<file path="src/rtl/pdarb_pkg.sv">
package pdarb_pkg;

    // Which class supplies the grant in a given cycle
    typedef enum logic [1:0] {
        SRC_IDLE   = 2'd0,
        SRC_STRICT = 2'd1,
        SRC_POOL   = 2'd2
    } src_e;

endpackage

</file>
<file path="src/rtl/pdarb_strict_pick.sv">
// Highest-index selection among strict requesters
module pdarb_strict_pick #(
    parameter int NUM = 8
) (
    input  logic [NUM-1:0] req_i,
    output logic [NUM-1:0] pick_oh_o,
    output logic           any_o
);
    always_comb begin
        pick_oh_o = '0;
        any_o     = 1'b0;
        for (int i = 0; i < NUM; i++) begin
            if (req_i[i]) begin
                pick_oh_o    = '0;
                pick_oh_o[i] = 1'b1;
                any_o        = 1'b1;
            end
        end
    end
endmodule

</file>
<file path="src/rtl/pdarb_pool_pick.sv">
// Lowest-accumulator selection among pool requesters, ties to lowest index
module pdarb_pool_pick #(
    parameter int NUM   = 8,
    parameter int ACC_W = 16,
    localparam int IDX_W = (NUM > 1) ? $clog2(NUM) : 1
) (
    input  logic [NUM-1:0]       req_i,
    input  logic [NUM*ACC_W-1:0] acc_i,
    output logic [NUM-1:0]       pick_oh_o,
    output logic [IDX_W-1:0]     pick_idx_o,
    output logic                 any_o
);
    logic [ACC_W-1:0] best_val;

    always_comb begin
        best_val   = '1;
        pick_idx_o = '0;
        any_o      = 1'b0;
        for (int i = 0; i < NUM; i++) begin
            if (req_i[i] && (!any_o || (acc_i[i*ACC_W +: ACC_W] < best_val))) begin
                best_val   = acc_i[i*ACC_W +: ACC_W];
                pick_idx_o = IDX_W'(i);
                any_o      = 1'b1;
            end
        end
        pick_oh_o = any_o ? (NUM'(1) << pick_idx_o) : '0;
    end
endmodule

</file>
<file path="src/rtl/pdarb_min_find.sv">
// Minimum of the masked entries of a flat vector
module pdarb_min_find #(
    parameter int NUM = 8,
    parameter int W   = 17
) (
    input  logic [NUM-1:0]   mask_i,
    input  logic [NUM*W-1:0] val_i,
    output logic [W-1:0]     min_o,
    output logic             any_o
);
    always_comb begin
        min_o = '1;
        any_o = 1'b0;
        for (int i = 0; i < NUM; i++) begin
            if (mask_i[i] && (!any_o || (val_i[i*W +: W] < min_o))) begin
                min_o = val_i[i*W +: W];
                any_o = 1'b1;
            end
        end
    end
endmodule

</file>
<file path="src/rtl/prio_dwrr_arb.sv">
module prio_dwrr_arb
    import pdarb_pkg::*;
#(
    parameter int NUM    = 8,
    parameter int LEN_W  = 8,
    parameter int COST_W = 8
) (
    input  logic                       clk,
    input  logic                       rst_n,
    input  logic [NUM-1:0]             req_i,
    input  logic [NUM*LEN_W-1:0]       len_i,
    input  logic [$clog2(NUM+1)-1:0]   pool_cnt_i,
    input  logic [NUM*COST_W-1:0]      cost_i,
    output logic [NUM-1:0]             grant_o,
    output logic                       grant_vld_o
);
    localparam int CNT_W = $clog2(NUM + 1);
    localparam int IDX_W = (NUM > 1) ? $clog2(NUM) : 1;
    localparam int ACC_W = COST_W + LEN_W;
    localparam int SUM_W = ACC_W + 1;
    localparam logic [ACC_W-1:0] ACC_MAX =
        ACC_W'((longint'(1) << COST_W) * ((longint'(1) << LEN_W) - 1));

    typedef struct packed {
        logic                  live;
        logic [NUM-1:0]        gnt;
        logic                  vld;
        logic [CNT_W-1:0]      cnt;
        logic [NUM*COST_W-1:0] cost;
        logic [NUM*ACC_W-1:0]  acc;
    } st_t;

    st_t st_d, st_q;

    // Class split
    logic [CNT_W-1:0] eff_cnt;
    logic [NUM-1:0]   pool_mask;
    logic [NUM-1:0]   strict_req;
    logic [NUM-1:0]   pool_req;

    always_comb eff_cnt = (pool_cnt_i > CNT_W'(NUM)) ? CNT_W'(NUM) : pool_cnt_i;

    for (genvar gi = 0; gi < NUM; gi++) begin : g_mask
        assign pool_mask[gi] = (CNT_W'(gi) < eff_cnt);
    end

    assign strict_req = req_i & ~pool_mask;
    assign pool_req   = req_i & pool_mask;

    // Pickers
    logic [NUM-1:0]   strict_oh;
    logic             strict_any;
    logic [NUM-1:0]   pool_oh;
    logic [IDX_W-1:0] pool_idx;
    logic             pool_any;

    pdarb_strict_pick #(.NUM(NUM)) u_strict (
        .req_i     (strict_req),
        .pick_oh_o (strict_oh),
        .any_o     (strict_any)
    );

    pdarb_pool_pick #(.NUM(NUM), .ACC_W(ACC_W)) u_pool (
        .req_i      (pool_req),
        .acc_i      (st_q.acc),
        .pick_oh_o  (pool_oh),
        .pick_idx_o (pool_idx),
        .any_o      (pool_any)
    );

    src_e src;
    always_comb begin
        if (strict_any)    src = SRC_STRICT;
        else if (pool_any) src = SRC_POOL;
        else               src = SRC_IDLE;
    end

    // Charge for the granted pool member
    logic [COST_W-1:0] cost_sel;
    logic [LEN_W-1:0]  len_sel;
    logic [COST_W:0]   cost_p1;
    logic [SUM_W-1:0]  add_val;

    always_comb begin
        cost_sel = cost_i[pool_idx*COST_W +: COST_W];
        len_sel  = len_i[pool_idx*LEN_W +: LEN_W];
        cost_p1  = {1'b0, cost_sel} + 1'b1;
        add_val  = SUM_W'(cost_p1) * SUM_W'(len_sel);
    end

    // Charged accumulators, rebase value and floored result
    logic [NUM*SUM_W-1:0] sum_flat;
    logic [NUM*ACC_W-1:0] norm_flat;
    logic [SUM_W-1:0]     min_val;
    logic                 min_any;

    for (genvar gi = 0; gi < NUM; gi++) begin : g_sum
        assign sum_flat[gi*SUM_W +: SUM_W] =
            {1'b0, st_q.acc[gi*ACC_W +: ACC_W]} + (pool_oh[gi] ? add_val : '0);
    end

    pdarb_min_find #(.NUM(NUM), .W(SUM_W)) u_min (
        .mask_i (pool_req),
        .val_i  (sum_flat),
        .min_o  (min_val),
        .any_o  (min_any)
    );

    for (genvar gi = 0; gi < NUM; gi++) begin : g_norm
        logic [SUM_W-1:0] s;
        assign s = sum_flat[gi*SUM_W +: SUM_W];
        assign norm_flat[gi*ACC_W +: ACC_W] =
            (!pool_mask[gi] || !min_any || (s <= min_val)) ? '0 : ACC_W'(s - min_val);
    end

    // Configuration change detection
    logic cfg_chg;
    assign cfg_chg = (pool_cnt_i != st_q.cnt) || (cost_i != st_q.cost);

    // Next state
    always_comb begin
        st_d      = st_q;
        st_d.live = 1'b1;
        st_d.cnt  = pool_cnt_i;
        st_d.cost = cost_i;
        st_d.vld  = (src != SRC_IDLE);
        case (src)
            SRC_STRICT: st_d.gnt = strict_oh;
            SRC_POOL:   st_d.gnt = pool_oh;
            default:    st_d.gnt = '0;
        endcase
        if (cfg_chg)              st_d.acc = '0;
        else if (src == SRC_POOL) st_d.acc = norm_flat;
    end

    always_ff @(posedge clk) begin
        if (!rst_n) st_q <= '0;
        else        st_q <= st_d;
    end

    assign grant_o     = st_q.gnt;
    assign grant_vld_o = st_q.vld;

    // Checks on the registered outputs and state
    AST_RESET_IDLE: assert property (@(posedge clk)
        !st_q.live |-> (st_q.gnt == '0 && !st_q.vld && st_q.acc == '0));

    AST_GNT_ONEHOT: assert property (@(posedge clk) disable iff (!rst_n)
        st_q.live |-> (st_q.vld ? $countones(st_q.gnt) == 1 : st_q.gnt == '0));

    AST_GNT_FOLLOWS_REQ: assert property (@(posedge clk) disable iff (!rst_n)
        st_q.live |-> (st_q.vld == (|$past(req_i)) && (st_q.gnt & ~$past(req_i)) == '0));

    AST_STRICT_FIRST: assert property (@(posedge clk) disable iff (!rst_n)
        (st_q.live && (|$past(strict_req))) |->
            ((st_q.gnt & $past(strict_req)) != '0 &&
             ($past(strict_req) & ~(st_q.gnt | (st_q.gnt - NUM'(1)))) == '0));

    AST_POOL_SERVED: assert property (@(posedge clk) disable iff (!rst_n)
        (st_q.live && !(|$past(strict_req)) && (|$past(pool_req))) |->
            ((st_q.gnt & $past(pool_req)) != '0));

    AST_CFG_CLEAR: assert property (@(posedge clk) disable iff (!rst_n)
        (st_q.live && $past(cfg_chg)) |-> st_q.acc == '0);

    for (genvar gi = 0; gi < NUM; gi++) begin : g_bound
        AST_NO_OVERFLOW: assert property (@(posedge clk) disable iff (!rst_n)
            st_q.acc[gi*ACC_W +: ACC_W] <= ACC_MAX);
    end

endmodule

</file>
<file path="config.mk">
export PLATFORM = sky130hd
export DESIGN_NAME = prio_dwrr_arb
export DESIGN_NICKNAME = d
export VERILOG_FILES = /design/src/rtl/pdarb_pkg.sv /design/src/rtl/pdarb_strict_pick.sv /design/src/rtl/pdarb_pool_pick.sv /design/src/rtl/pdarb_min_find.sv /design/src/rtl/prio_dwrr_arb.sv
export SDC_FILE = /design/constraint.sdc
export NUM_CORES = 2
export LEC_CHECK = 0
export BUFFER_PORTS_ARGS = -buffer_cell sky130_fd_sc_hd__buf_2
export CORE_MARGIN = 2
export CORE_UTILIZATION = 50
export CTS_CLUSTER_DIAMETER = 30
export DETAILED_ROUTE_END_ITERATION = 16
export PLACE_DENSITY = 0.77
export SYNTH_ARGS = -nofsm -noshare
export SYNTH_HDL_FRONTEND = slang
export SYNTH_SLANG_ARGS = --single-unit
</file>
<file path="constraint.sdc">
create_clock -name clk -period 121.4 [get_ports clk]
set_input_delay 6.07 -clock clk [delete_from_list [all_inputs] [get_ports clk]]
set_output_delay 6.07 -clock clk [all_outputs]
set_load 0.005 [all_outputs]
</file>
==> metrics.md <==
| Metric | Value |
|---|---|
| Status | completed |
| Setup WS pre-CTS | approximately 66 ns |
| Worst rel slew slack | 0.140 |
| Worst-Margin Slew | roughly 1.3 ns |
| Die width | 248 µm |
| Post-Syn Instances | 3834 |
| Area contributors post-synth | ha_1 21%, dfxtp_1 14%, nor2_1 6.2% |
| RSZ-0062 raised after global routing | no |
| CP Capture Type | flip-flop |
| FP Rows | between 80 and 90 |
| Iter 0 DRT Violations | between 3000 and 4000 |
| Post-synth top area cell | ha_1 |
| Routed vias/inst | 6.38 |
| Setup ws final | approximately 65 ns |
| All-Layer GR Usage | 0.371 |
| Worst Path Buf+Inv | 19 |
| Top cells by count, synth | 509 x ha_1, 491 x nor2_1, 331 x inv_1 |
| Post-synth EDFFs | 0 |
| First-pass GRT wire length | approximately 170000 µm |
| Die area | between 60000 and 70000 µm² |
| Final Critical Period | 56.72 ns |
| Gr ovfl total | 0 |
| Setup CP Type | in2reg |
| Htree depth | 3 |
| Area growth from synthesis to layout | 13.3% |
| Critical Path RT | 121.84 ns |
| Crit Path Max Fanout | 40 |
| Final setup viols | 0 |
| Synthesized cell area | 29700 µm² |
| Worst Path Arrival | between 50 and 60 ns |
| First drt pass iteration count | 9 |
| Sequential area share after synthesis | 0.138 |
| Yosys cell types | 92 |
| Cell family with most CP delay | compound AO/OA/AOI/OAI gates |
| Max Freq | approximately 18 MHz |
| Via count | approximately 30000 |
| Largest net degree at the start of global routing | 75 |
| Post-layout util | 0.572 |
| Die height | 248 µm |
| Max Buffers Root-to-Sink | 3 |
| Max-slew violations | 0 |
| Post-CTS Resized | 0 |
| Clock Skew | 0.0238 ns |
| Crit start category | input pin |
| Port bufs | 150 |
| Routed WL per cell | 24.1 µm |
| Critical path's slowest cell | a21oi_2 |
| Syn Nets | 4543 |
| CTS root buffer | clkbuf_16 |
| Final ANT Viol Nets | 0 |
| Worst reg2reg setup slack | between 70 and 80 ns |
| Hold_buf cts | 0 |
| CP most frequent cell | a21oi_1 |
| Worst hold path type | reg2reg |
| TritonCTS clock tree | yes |
| Setup bufs post-CTS | 0 |
| Yosys warnings | 0 |
| Number of max-cap violations | 0 |
| DP Area | ~31000 µm² |
| RD Place Congestion | between 1 and 1.5 |
| Worst-skew pair later-pin latency | a little over 0.6 ns |
| Fraction of registers with async set/reset | 0 |
| Sinks on Clock Net | between 200 and 250 |
| Ports | roughly 150 |
| Max incr delay on CP | 1.04 ns |
| Starting density of the core | 0.505 |
| Num CTS Buffers | 66 |
| Fin crit share | 0.467 |
| Synth Register Bits | between 200 and 250 |
| DP HPWL | 88500 µm |
| Initial antenna violation count | 3 |
| Most frequent cell after synthesis | ha_1 |
| Post-route cell area | between 30000 and 40000 µm² |
| Core Footprint | 58800 µm² |
| Final nets | approximately 4700 |
| Drt drc | 0 |
| Setup_tns | 0 ns |
| Clock slew seen by the registers of the worst setup and hold paths | around 0.040 ns |
| Final wirelength | approximately 120000 µm |
| Final Hold Viols | 0 |
| Dominant synthesized flop cell | dfxtp_1 |
| Fraction of layout instances using a drive strength above 1 | 0.100 |
| Vias in the first global route | 28800 |
| Post-Syn Area per Cell | 7.74 µm² |
| Yosys top cell area share | 0.215 |
| Fill cell count | 5318 |
==> routing by layer <==
layer	vias to the layer above	global-route usage	share of wire
li1	14000	-	-
met1	14200	0.466	0.39
met2	1965	0.550	0.40
met3	500	0.110	0.13
met4	2	0.237	0.076
met5	-	0	0.00010
==> kinds of logic after synthesis <==
kind of cell             synth area share
AO/OA/AOI/OAI                       0.254
AND/OR/NAND/NOR                     0.177
adder cells (fa/ha/maj)             0.254
buffers and inverters              0.0601
XOR/XNOR                           0.0894
flip-flops                          0.138
multiplexers                       0.0269
==> sequential cells by signal (all words and copies together) (netlist names) <==
name and flops:
st_q 196, grant_o 8, grant_vld_o 1
==> worst reg2reg max path: cells and delay by family (launching register included) <==
kind                       cells  cell delay (ns)
buffers and inverters         17             3.23
AOI/OAI and AO/OA            119            27.12
muxes                          3             1.22
DFF                            1             0.38
adders and majority gates     22             7.62
and+or+nand+nor               70            10.00
xor gates and xnor gates       2             0.88
==> through the flow <==
stage          hold slack (ns)  cells
6_report                 0.604   4807
5_1_grt                  0.643   4806
4_1_cts                  0.594   4805
3_5_place_dp             0.565   4686
3_3_place_gp             0.544   4686
2_1_floorplan            0.507   3834
==> cell type report <==
type	instances	area (µm²)	area share
Multi-Input combinational cell	3172	23900	0.711
Sequential cell	205	4100	0.122
Clock buffer	91	1930	0.0573
Inverter	331	1240	0.0370
Timing Repair Buffer	205	1160	0.0346
Tap cell	773	967	0.0288
Clock inverter	28	307	0.00912
Antenna cell	2	5.00	0.000149
==> path summary, 6_finish.rpt <==
check,startpoint,endpoint,cells past startpoint
worst min-delay path,st_q[74],st_q[74],2
worst min register to register,st_q[74],st_q[74],2
worst max-delay path,pool_cnt_i[3],st_q[27],236
worst max register to register,st_q[7],st_q[27],233
==> cell usage in the layout (no fill, tap or decap), types with 137 or more instances in the layout <==
| cell type | count |
|---|---|
| ha_1 | 509 |
| nor2_1 | 491 |
| inv_1 | 331 |
| a21oi_1 | 316 |
| dfxtp_1 | 205 |
| a21o_1 | 185 |
| xnor2_1 | 177 |
| o21ai_0 | 163 |
| buf_2 | 150 |
| nand2_1 | 142 |
| a22oi_1 | 137 |
Power is left out: the tool's default activity adds up to more than one toggle a clock period on the data nets, which glitch-free logic cannot reach.
